**config.mk**
```make
export PLATFORM = sky130hd
export DESIGN_NAME = mdio_frame_engine
export DESIGN_NICKNAME = d
export VERILOG_FILES = /design/src/rtl/mdio_pkg.sv /design/src/rtl/mdio_clk_div.sv /design/src/rtl/mdio_shifter.sv /design/src/rtl/mdio_frame_engine.sv
export SDC_FILE = /design/constraint.sdc
export NUM_CORES = 1
export LEC_CHECK = 0
export BUFFER_PORTS_ARGS = -buffer_cell sky130_fd_sc_hd__buf_2
export CAP_MARGIN = 0
export CORE_UTILIZATION = 43
export DETAILED_ROUTE_END_ITERATION = 10
export PLACE_DENSITY = 0.75
export REMOVE_ABC_BUFFERS = 1
export SYNTH_ARGS = -nofsm -noshare
export SYNTH_HDL_FRONTEND = slang
export SYNTH_SLANG_ARGS = --single-unit
export TNS_END_PERCENT = 20
```
**constraint.sdc**
```tcl
create_clock -name clk -period 2.18 [get_ports clk]
set_input_delay 0.327 -clock clk [delete_from_list [all_inputs] [get_ports clk]]
set_output_delay 0.327 -clock clk [all_outputs]
set_load 0.02 [all_outputs]
```
**src/rtl/mdio_pkg.sv**
```systemverilog
package mdio_pkg;

    localparam int WORD_W     = 32;
    localparam int DATA_W     = 16;
    localparam int PRE_LEN    = 32;
    localparam int SEL_W      = 2;
    localparam int DIV_LOG2_0 = 3;

    localparam logic [1:0] OP_WRITE = 2'b01;
    localparam logic [1:0] OP_READ  = 2'b10;

    typedef struct packed {
        logic [1:0]        sof;
        logic [1:0]        op;
        logic [4:0]        phy;
        logic [4:0]        regad;
        logic [1:0]        ta;
        logic [DATA_W-1:0] data;
    } mgmt_word_t;

    function automatic int div_log2(input int base_log2, input int sel);
        return base_log2 + sel;
    endfunction

endpackage

```
**src/rtl/mdio_clk_div.sv**
```systemverilog
module mdio_clk_div
    import mdio_pkg::*;
#(
    parameter int SW   = SEL_W,
    parameter int BASE = DIV_LOG2_0,
    localparam int CNT_W = BASE + (1 << SW) - 1
) (
    input  logic          clk,
    input  logic          rst,
    input  logic          start,
    input  logic          stop,
    input  logic [SW-1:0] sel,
    output logic          mdc,
    output logic          rise_stb,
    output logic          fall_stb
);

    logic             run;
    logic [CNT_W-1:0] cnt;
    logic [CNT_W-1:0] full_m1;
    logic [CNT_W-1:0] half_m1;

    always_ff @(posedge clk) begin
        if (rst) begin
            run     <= 1'b0;
            cnt     <= '0;
            full_m1 <= '0;
            half_m1 <= '0;
        end else if (start) begin
            run     <= 1'b1;
            cnt     <= '0;
            full_m1 <= CNT_W'((1 << div_log2(BASE, int'(sel))) - 1);
            half_m1 <= CNT_W'((1 << (div_log2(BASE, int'(sel)) - 1)) - 1);
        end else if (run) begin
            if (stop) begin
                run <= 1'b0;
                cnt <= '0;
            end else if (cnt == full_m1) begin
                cnt <= '0;
            end else begin
                cnt <= cnt + 1'b1;
            end
        end
    end

    assign fall_stb = run && (cnt == full_m1);
    assign rise_stb = run && (cnt == half_m1);
    assign mdc      = run && (cnt > half_m1);

    // a low-to-high mdc transition always follows a rise strobe
    a_r8_rise_after_strobe: assert property (@(posedge clk) disable iff (rst)
        $rose(mdc) |-> $past(rise_stb));

endmodule

```
**src/rtl/mdio_shifter.sv**
```systemverilog
module mdio_shifter
    import mdio_pkg::*;
#(
    parameter int WW  = WORD_W,
    parameter int DW  = DATA_W,
    parameter int PRE = PRE_LEN,
    localparam int TOTAL    = PRE + WW,
    localparam int IDX_W    = $clog2(TOTAL),
    localparam int TA_START = TOTAL - DW - 2,
    localparam int DT_START = TOTAL - DW
) (
    input  logic          clk,
    input  logic          rst,
    input  logic          mgmt_en,
    input  logic          wr_en,
    input  logic [WW-1:0] wr_data,
    input  logic          rise_stb,
    input  logic          fall_stb,
    input  logic          mdio_i,
    output logic          start,
    output logic          done,
    output logic          busy,
    output logic [WW-1:0] word,
    output logic          mdio_o,
    output logic          mdio_oe
);

    logic             rd;
    logic [IDX_W-1:0] bitcnt;
    logic [IDX_W-1:0] nxt;
    mgmt_word_t       wr_fields;

    assign wr_fields = mgmt_word_t'(wr_data);
    assign start     = wr_en && mgmt_en && !busy;
    assign done      = busy && fall_stb && (bitcnt == IDX_W'(TOTAL - 1));
    assign nxt       = bitcnt + 1'b1;

    always_ff @(posedge clk) begin
        if (rst) begin
            busy    <= 1'b0;
            rd      <= 1'b0;
            bitcnt  <= '0;
            word    <= '0;
            mdio_o  <= 1'b1;
            mdio_oe <= 1'b0;
        end else if (start) begin
            busy    <= 1'b1;
            rd      <= (wr_fields.op == OP_READ);
            bitcnt  <= '0;
            word    <= wr_data;
            mdio_o  <= 1'b1;
            mdio_oe <= 1'b1;
        end else if (busy) begin
            if (rise_stb && rd && (int'(bitcnt) >= DT_START))
                word[DW-1:0] <= {word[DW-2:0], mdio_i};
            if (done) begin
                busy    <= 1'b0;
                mdio_o  <= 1'b1;
                mdio_oe <= 1'b0;
            end else if (fall_stb) begin
                bitcnt  <= nxt;
                mdio_o  <= (int'(nxt) < PRE) ? 1'b1
                         : word[TOTAL - 1 - int'(nxt)];
                mdio_oe <= !(rd && (int'(nxt) >= TA_START));
            end
        end
    end

    // a transaction only begins after an enabled write
    a_r2_start_needs_enable: assert property (@(posedge clk) disable iff (rst)
        $rose(busy) |-> $past(wr_en && mgmt_en));

    // the word stays unchanged during a write transaction
    a_r5_word_stable_on_write: assert property (@(posedge clk) disable iff (rst)
        (busy && $past(busy) && !rd) |-> $stable(word));

    // the upper fields of the word are kept during a read
    a_r6_upper_kept_on_read: assert property (@(posedge clk) disable iff (rst)
        (busy && $past(busy) && rd) |-> $stable(word[WW-1:DW]));

    // the line is released throughout the turnaround and data bits of a read
    a_r6_released_in_ta: assert property (@(posedge clk) disable iff (rst)
        (busy && rd && (int'(bitcnt) >= TA_START)) |-> !mdio_oe);

endmodule

```
**src/rtl/mdio_frame_engine.sv**
```systemverilog
module mdio_frame_engine
    import mdio_pkg::*;
#(
    parameter int WW   = WORD_W,
    parameter int DW   = DATA_W,
    parameter int PRE  = PRE_LEN,
    parameter int SW   = SEL_W,
    parameter int BASE = DIV_LOG2_0
) (
    input  logic          clk,
    input  logic          rst,
    input  logic          mgmt_en,
    input  logic [SW-1:0] clk_sel,
    input  logic          wr_en,
    input  logic [WW-1:0] wr_data,
    output logic [WW-1:0] mgmt_rd,
    output logic          idle,
    output logic          mdc,
    output logic          mdio_o,
    output logic          mdio_oe,
    input  logic          mdio_i
);

    logic start, done, busy, rise_stb, fall_stb;

    mdio_clk_div #(.SW(SW), .BASE(BASE)) u_div (
        .clk      (clk),
        .rst      (rst),
        .start    (start),
        .stop     (done),
        .sel      (clk_sel),
        .mdc      (mdc),
        .rise_stb (rise_stb),
        .fall_stb (fall_stb)
    );

    mdio_shifter #(.WW(WW), .DW(DW), .PRE(PRE)) u_shift (
        .clk      (clk),
        .rst      (rst),
        .mgmt_en  (mgmt_en),
        .wr_en    (wr_en),
        .wr_data  (wr_data),
        .rise_stb (rise_stb),
        .fall_stb (fall_stb),
        .mdio_i   (mdio_i),
        .start    (start),
        .done     (done),
        .busy     (busy),
        .word     (mgmt_rd),
        .mdio_o   (mdio_o),
        .mdio_oe  (mdio_oe)
    );

    assign idle = !busy;

    // when idle, the clock is parked low and the line is released
    a_r3_quiet_when_idle: assert property (@(posedge clk) disable iff (rst)
        idle |-> (!mdc && !mdio_oe));

    // the data line moves only with a falling mdc edge or at the end of a frame
    a_r9_drive_on_fall: assert property (@(posedge clk) disable iff (rst)
        !$stable(mdio_o) |-> ($fell(mdc) || $rose(idle)));

endmodule

```
==> results by group, run 1 <==
Run status
  • Status: finished clean

Global route
  • Met1 Use GR: 25.2%
  • Grt ovf: 0
  • Grt peak-use layer: met2
  • Met2 Track Usage GR: 33.4%
  • Global-route wire length before repair: 12100 um
  • Largest net degree at the start of global routing: 45
  • Met3 Use GR: 5.47%
  • Initial antenna violation count: 0
  • All-Layer GR Usage: 20.4%
  • Vias in the first global route: 2593

Critical path
  • Cells along the critical path: inv_2 -> ha_4 -> nand3_2 -> or3_4 -> nor4_4 -> buf_4 -> clkbuf_16 -> mux2i_1 -> a211oi_2
  • WP data arrival: 2.36 ns
  • Slowest cell on the critical path: or3_4
  • Worst Setup Start Kind: flip-flop
  • Slowest stage delay, CP: 0.36 ns
  • CP endpoint kind: flip-flop
  • CP max FO: 8
  • Crit path kind: reg -> reg
  • Req. time, crit path: 2.38 ns

Die
  • Initial Utilization: 45.5%
  • Io pins: 75
  • Full die area: 7740 um2
  • Die W: 88.0 um
  • Placeable Area: 6980 um2
  • Die height: 88.0 um
  • Rows: 30

Logic synthesis
  • Synth top area share: 35.9%
  • Sequential-to-total area share from yosys stat: 35.9%
  • Largest cells by area after synthesis: dfxtp_1 36%, ha_1 6.7%, mux2i_1 6.6%, mux4_2 5.7%, nand2_1 5.7%
  • Largest area contributor in the netlist: dfxtp_1
  • Flop and latch count out of synthesis: 57
  • Number of flops mapped to enable cells by yosys: 0
  • Synthesized instance count: 340
  • Asr flop ratio synth: 0%
  • Synth warn: 0
  • Average cell area after synthesis: 9.35 um2
  • Most used DFF post-synth: dfxtp_1
  • Unique cell type count in the Yosys netlist: 51
  • Cell area after synthesis: 3180 um2

STA
  • Hold Vio Cnt, Final: 0
  • Relative slew slack: 65.5%
  • Fmax: 463 MHz
  • Clock skew: 0.0108 ns
  • Final worst-path cycle share: 99.2%
  • Final setup vio count: 0
  • Post-layout min period: 2.16 ns
  • Post-route setup slack: 0.0181 ns
  • Worst Max-Slew Pin Slew: 0.518 ns
  • RSZ-0062 raised after global routing: yes
  • Final Max Tran Viols: 0

Drt
  • WL final: 7660 um
  • Via density per instance: 5.27
  • Pre-antenna DRT Iters: 4
  • Detail Route Antenna Nets: 0
  • Average wire per standard cell: 14.6 um
  • Post-route DRC violation count: 0
  • DR vias: 2764
  • Drt first-iter violations: 161

Pwr
  • PwrDens: 606 nW/um2
  • Leakage power: 0.00164 uW
  • Max VDD drop: 0.000476 V

CTS
  • CTS tree: built
  • Clock transition at path regs: 0.07 ns
  • TritonCTS Buffers: 9
  • Root buffer selected by CTS: clkbuf_8
  • Clk buf depth: 2
  • Sink Count: 57
  • H-tree levels: 3
  • Worst skew pair latency: 0.33 ns

Place
  • GPL Wtd Cong: 0.815
  • Post-DP HPWL: 5390 um
  • Area post-placement: 3680 um2
  • # port buffers: 74
  • Placement Setup Slack: 0.0767 ns

Final layout
  • Layout cells sized above 1: 36.4%
  • Design area: 3990 um2
  • Most common cell after layout, fill and taps aside: buf_2
  • Synthesis-to-finish area growth: 25.5%
  • Most frequent cells in the layout: 74 x buf_2, 52 x dfxtp_1, 48 x nand2_1
  • Nets: 479
  • Inserted Diodes: 0

Worst hold path
  • Min-Delay Path Class: in -> reg

Job
  • Max_cap viols: 0
## path summary, 6_finish.rpt
path,startpoint,endpoint,slack [ns],depth (start not counted)
min,wr_data[20],u_shift.word[20]$_SDFFE_PP0P_,0.23,3
max reg2reg,u_div.half_m1[3]$_SDFFE_PP0P_,u_shift.word[15]$_SDFFE_PP0P_,0.02,9
min reg2reg,u_shift.word[22]$_SDFFE_PP0P_,u_shift.word[22]$_SDFFE_PP0P_,0.47,2
max,u_div.half_m1[3]$_SDFFE_PP0P_,u_shift.word[15]$_SDFFE_PP0P_,0.02,9
## flip-flops by register name, summed over array words and instances (netlist names)
name             count
u_div.cnt            6
u_div.full_m1        4
u_div.half_m1        4
u_div.run            1
u_shift.bitcnt       6
u_shift.busy         1
u_shift.mdio_o       1
u_shift.mdio_oe      1
u_shift.rd           1
u_shift.word        32
## layout make-up
class / instances / area, um2
Fill cell: 638 / 2990
Timing Repair Buffer: 95 / 571
Tap cell: 96 / 120
Clock buffer: 13 / 159
Inverter: 12 / 47.5
Clock inverter: 3 / 15.0
Multi-Input combinational cell: 248 / 1930
Sequential cell: 57 / 1150
## synthesized netlist by cell type (2+ instances only)
library cell / count
o21ai_1: 2
nand3_1: 9
a31oi_1: 2
mux2i_1: 21
xnor2_1: 10
nor3_1: 2
a21oi_1: 29
nor2_1: 27
a211oi_2: 10
buf_6: 3
nor3b_1: 3
mux4_2: 8
o21ai_0: 2
xor2_1: 9
a21o_1: 3
dfxtp_1: 57
nand4_1: 3
a211oi_1: 14
and2_1: 4
nand2_1: 48
and3_1: 4
buf_2: 2
inv_1: 10
ha_1: 17
nand3b_1: 2
clkbuf_8: 3
clkbuf_1: 12
## per-stage QoR
stage | cells | setup TNS (ns) | utilization [%] | hold WS [ns] | power [uW]
2_1_floorplan | 317 | -5.02 | - | 0.392 | 1380
3_3_place_gp | 506 | 0 | 52.7 | 0.458 | 1530
4_1_cts | 522 | 0 | 55.1 | 0.221 | 2410
5_1_grt | 524 | -0.257 | 57.1 | 0.222 | 2530
3_5_place_dp | 506 | 0 | 52.7 | 0.465 | 1550
6_report | 524 | 0 | 57.1 | 0.234 | 2420
## critical path: cells and delay by family, from the launching register on
family | cells | cell delay, ns
AND/OR/NAND/NOR | 3 | 0.71
buffers and inverters | 3 | 0.39
flip-flops | 1 | 0.34
adder cells (fa/ha/maj) | 1 | 0.26
multiplexers | 1 | 0.24
AO/OA/AOI/OAI | 1 | 0.09
## routing by layer
metal	vias up	wire [um]	share of wire [%]
met2	82	3830	50
met5	-	0	0
met4	0	140	1.8
li1	1370	-	-
met1	1300	3250	42
met3	12	439	5.7
## power breakdown
| group | leakage (uW) | total, uW | internal, uW | switching, uW |
|---|---|---|---|---|
| Sequential | 0.000468 | 1150 | 1100 | 51.7 |
| Combinational | 0.00108 | 396 | 171 | 225 |
| Clock | 0.0000932 | 876 | 469 | 407 |
## logic make-up after synthesis
| group | after synthesis | share of synthesized area, % |
|---|---|---|
| simple gates | 111 | 17.1 |
| compound gates | 72 | 16.2 |
| flops | 57 | 35.9 |
| buf+inv | 35 | 6.57 |
| mux | 29 | 12.3 |
| xor+xnor | 19 | 5.23 |
| fa+ha+maj | 17 | 6.69 |
## what timing repair did
item | 4_1_cts | 5_1_grt
hold buffers | 0 | 0
setup endpoints to repair | 0 | 17
buffers inserted | 0 | 1
gates resized for setup | 0 | 22
Note: power is estimated with default switching activity, not from simulation.
==> run 2: changes to the inputs <==
--- a/config.mk
+++ b/config.mk
@@ -7,10 +7,14 @@
 export LEC_CHECK = 0
 export BUFFER_PORTS_ARGS = -buffer_cell sky130_fd_sc_hd__buf_2
 export CAP_MARGIN = 0
-export CORE_UTILIZATION = 43
+export CELL_PAD_IN_SITES_DETAIL_PLACEMENT = 1
+export CELL_PAD_IN_SITES_GLOBAL_PLACEMENT = 2
+export CORE_MARGIN = 2
+export CORE_UTILIZATION = 29
 export DETAILED_ROUTE_END_ITERATION = 10
-export PLACE_DENSITY = 0.75
+export PLACE_DENSITY = 0.81
 export REMOVE_ABC_BUFFERS = 1
+export SETUP_SLACK_MARGIN = 0.2
 export SYNTH_ARGS = -nofsm -noshare
 export SYNTH_HDL_FRONTEND = slang
 export SYNTH_SLANG_ARGS = --single-unit
==> results by group, run 2 (same netlist as run 1, synthesis figures left out) <==
Final layout
  • Largest regs: u_shift.word x32, u_div.cnt x6, u_shift.bitcnt x6
  • Most frequent cells in the layout: 73 x buf_2, 52 x dfxtp_1, 47 x nand2_1
  • Layout cells sized above 1: 38.9% (+2.5 points)
  • Synthesis-to-finish area growth: 30.3%
  • Fill cell count: 1286 (+100%)
  • Top reg by flops: u_shift.word
  • Inserted Diodes: 0 (unchanged)
  • Nets: 483 (+0.84%)
  • Post-Route Utilization: 38.5% (-19 points)
  • Most common cell after layout, fill and taps aside: buf_2
  • Largest register FFs: 32 (unchanged)
  • Design area: 4140 um2 (+3.8%)

Pwr
  • Internal cell power: 1700 uW (-2.0%)
  • Max VDD drop: 0.000251 V (-47%)
  • Flop pwr share: 48.2% (+0.8 points)
  • Leakage power: 0.00166 uW (+0.97%)
  • PwrDens: 577 nW/um2 (-4.9%)
  • Power Total: 2390 uW (-1.2%)
  • Sw Ratio: 28.9% (+0.58 points)
  • Net Sw Power: 690 uW (+0.81%)
  • Clk network pwr share: 34.4% (-1.8 points)
  • Combinational share of power: 17.4% (+1.0 points)

STA
  • Final Max Tran Viols: 0 (unchanged)
  • Fmax: 471 MHz (+1.9%)
  • Clock skew: 0.00792 ns (-0.00283 ns)
  • Worst Max-Slew Pin Slew: 0.616 ns (+0.0986 ns)
  • Relative slew slack: 58.9% (-6.6 points)
  • Setup TNS: 0 ns (unchanged)
  • Final setup vio count: 0 (unchanged)
  • Post-route setup slack: 0.0590 ns (+0.0409 ns)
  • Final worst-path cycle share: 97.3% (-1.9 points)
  • Hold Vio Cnt, Final: 0 (unchanged)
  • RSZ-0062 raised after global routing: yes
  • Post-layout min period: 2.12 ns (-0.0409 ns)

Critical path
  • Req. time, crit path: 2.37 ns (about the same)
  • RR Startpoint: u_div.half_m1[3]$_SDFFE_PP0P_
  • R2R Path End: u_shift.word[15]$_SDFFE_PP0P_
  • Crit path kind: reg -> reg
  • CP max FO: 8 (unchanged)
  • WP data arrival: 2.31 ns (-0.05 ns)
  • R2r setup slk: 0.06 ns (+0.04 ns)
  • CP endpoint kind: flip-flop
  • Worst reg-to-reg path cell count: 9 (unchanged)
  • Worst Setup Start Kind: flip-flop

Place
  • Placement Setup Slack: -0.00764 ns (-0.0844 ns)
  • GPL Wtd Cong: 0.794 (-2.6%)
  • Post-DP HPWL: 6450 um (+20%)
  • # port buffers: 74 (unchanged)
  • Area post-placement: 3750 um2 (+2.0%)

CTS
  • Sink Count: 57 (unchanged)
  • Clk buf depth: 2 (unchanged)
  • CTS tree: built
  • Root buffer selected by CTS: clkbuf_8
  • TritonCTS Buffers: 9 (unchanged)
  • H-tree levels: 3 (unchanged)
  • Clock transition at path regs: 0.06 ns (about the same)
  • Worst skew pair latency: 0.34 ns (about the same)
  • Hold buffer count at CTS: 0 (unchanged)

Drt
  • Drt first-iter violations: 90 (-44%)
  • WL final: 8900 um (+16%)
  • Detail Route Antenna Nets: 0 (unchanged)
  • DR vias: 2769 (+0.18%)
  • Pre-antenna DRT Iters: 4 (unchanged)
  • Post-route DRC violation count: 0 (unchanged)
  • Via density per instance: 4.87 (-7.7%)
  • Average wire per standard cell: 15.6 um (+7.0%)

Global route
  • Global-route wire length before repair: 14500 um (+19%)
  • Vias in the first global route: 2801 (+8.0%)
  • All-Layer GR Usage: 15.8% (-4.5 points)
  • Largest net degree at the start of global routing: 55 (+22%)
  • Grt ovf: 0 (unchanged)
  • Initial antenna violation count: 0 (unchanged)

Worst hold path
  • Hold Path End: u_shift.word[21]$_SDFFE_PP0P_
  • Hold Path Depth: 3 (unchanged)
  • Min-Delay Path Class: in -> reg
  • Hold_sp: wr_data[21]

Die
  • Rows: 38 (+27%)
  • Io pins: 75 (unchanged)
  • Full die area: 11800 um2 (+53%)
  • Initial Utilization: 29.6% (-16 points)
  • Die height: 109 um (+24%)
  • Die W: 109 um (+24%)
  • Placeable Area: 10700 um2 (+54%)

Run status
  • Status: finished clean

Job
  • Max_cap viols: 0 (unchanged)
## run 2: cell types whose count changed in the layout (fill, tap and decap cells not counted), sizes merged
cell    change
buf         +5
clkinv      -2
clkbuf      -2
## run 2: layer usage
metal	GRT usage (%)	vias to the layer above	part of all wire, %
met3	3.53	12	3.8
met1	20.9	1337	47
met4	5.49	0	1.6
met2	25.5	47	48
met5	0	-	0
li1	-	1373	-
## run 2: layout make-up
class	instances	area, um2	area share (%)
Tap cell	140	175	4.23
Inverter	12	47.5	1.15
Timing Repair Buffer	99	626	15.1
Clock buffer	12	145	3.50
Clock inverter	1	5.00	0.121
Sequential cell	57	1150	27.7
Multi-Input combinational cell	248	2000	48.2
## run 2: worst max path at each step
stage	endpoint	startpoint	slack (ns)	cells past startpoint
after floorplan	u_shift.word[10]$_SDFFE_PP0P_	u_div.half_m1[3]$_SDFFE_PP0P_	-0.32	7
after global placement	u_shift.word[11]$_SDFFE_PP0P_	u_div.half_m1[3]$_SDFFE_PP0P_	0.07	8
after detailed placement	u_shift.word[10]$_SDFFE_PP0P_	u_div.full_m1[5]$_SDFFE_PP0P_	-0.008	8
after CTS	u_shift.word[12]$_SDFFE_PP0P_	u_div.full_m1[5]$_SDFFE_PP0P_	0.04	9
after global routing	u_shift.word[14]$_SDFFE_PP0P_	u_div.half_m1[3]$_SDFFE_PP0P_	-0.02	9
final	u_shift.word[15]$_SDFFE_PP0P_	u_div.half_m1[3]$_SDFFE_PP0P_	0.06	9
## run 2: repair_timing
action / 4_1_cts / 5_1_grt
buffers inserted: 3 / 1
gates cloned: 1 / 0
gates resized for setup: 23 / 15
endpoints found under the setup margin: 18 / 26
pin swaps: 10 / 11
## run 2: critical path, cell delays in order, from the launching register on
cell and delay, ns:
dfxtp_2 0.34, inv_2 0.04, ha_4 0.27, nand3_4 0.08, or3_4 0.36, nor4_4 0.22, buf_6 0.17, buf_12 0.15
mux2i_2 0.23, a211oi_2 0.09
## run 2: power by group through the flow
stage / Sequential [uW] / Clock [uW] / Combinational, uW
final: 1150 / 821 / 417
after global routing: 1160 / 904 / 460
after CTS: 1150 / 852 / 409
after detailed placement: 1170 / 0 / 391
after global placement: 1160 / 0 / 382
after floorplan: 1200 / 0 / 185
## run 2: metrics by stage
stage | cells | hold slack, ns
global route | 569 | 0.212
CTS | 568 | 0.210
floorplan | 317 | 0.392
global placement | 551 | 0.467
detailed placement | 551 | 0.470
finish | 569 | 0.228
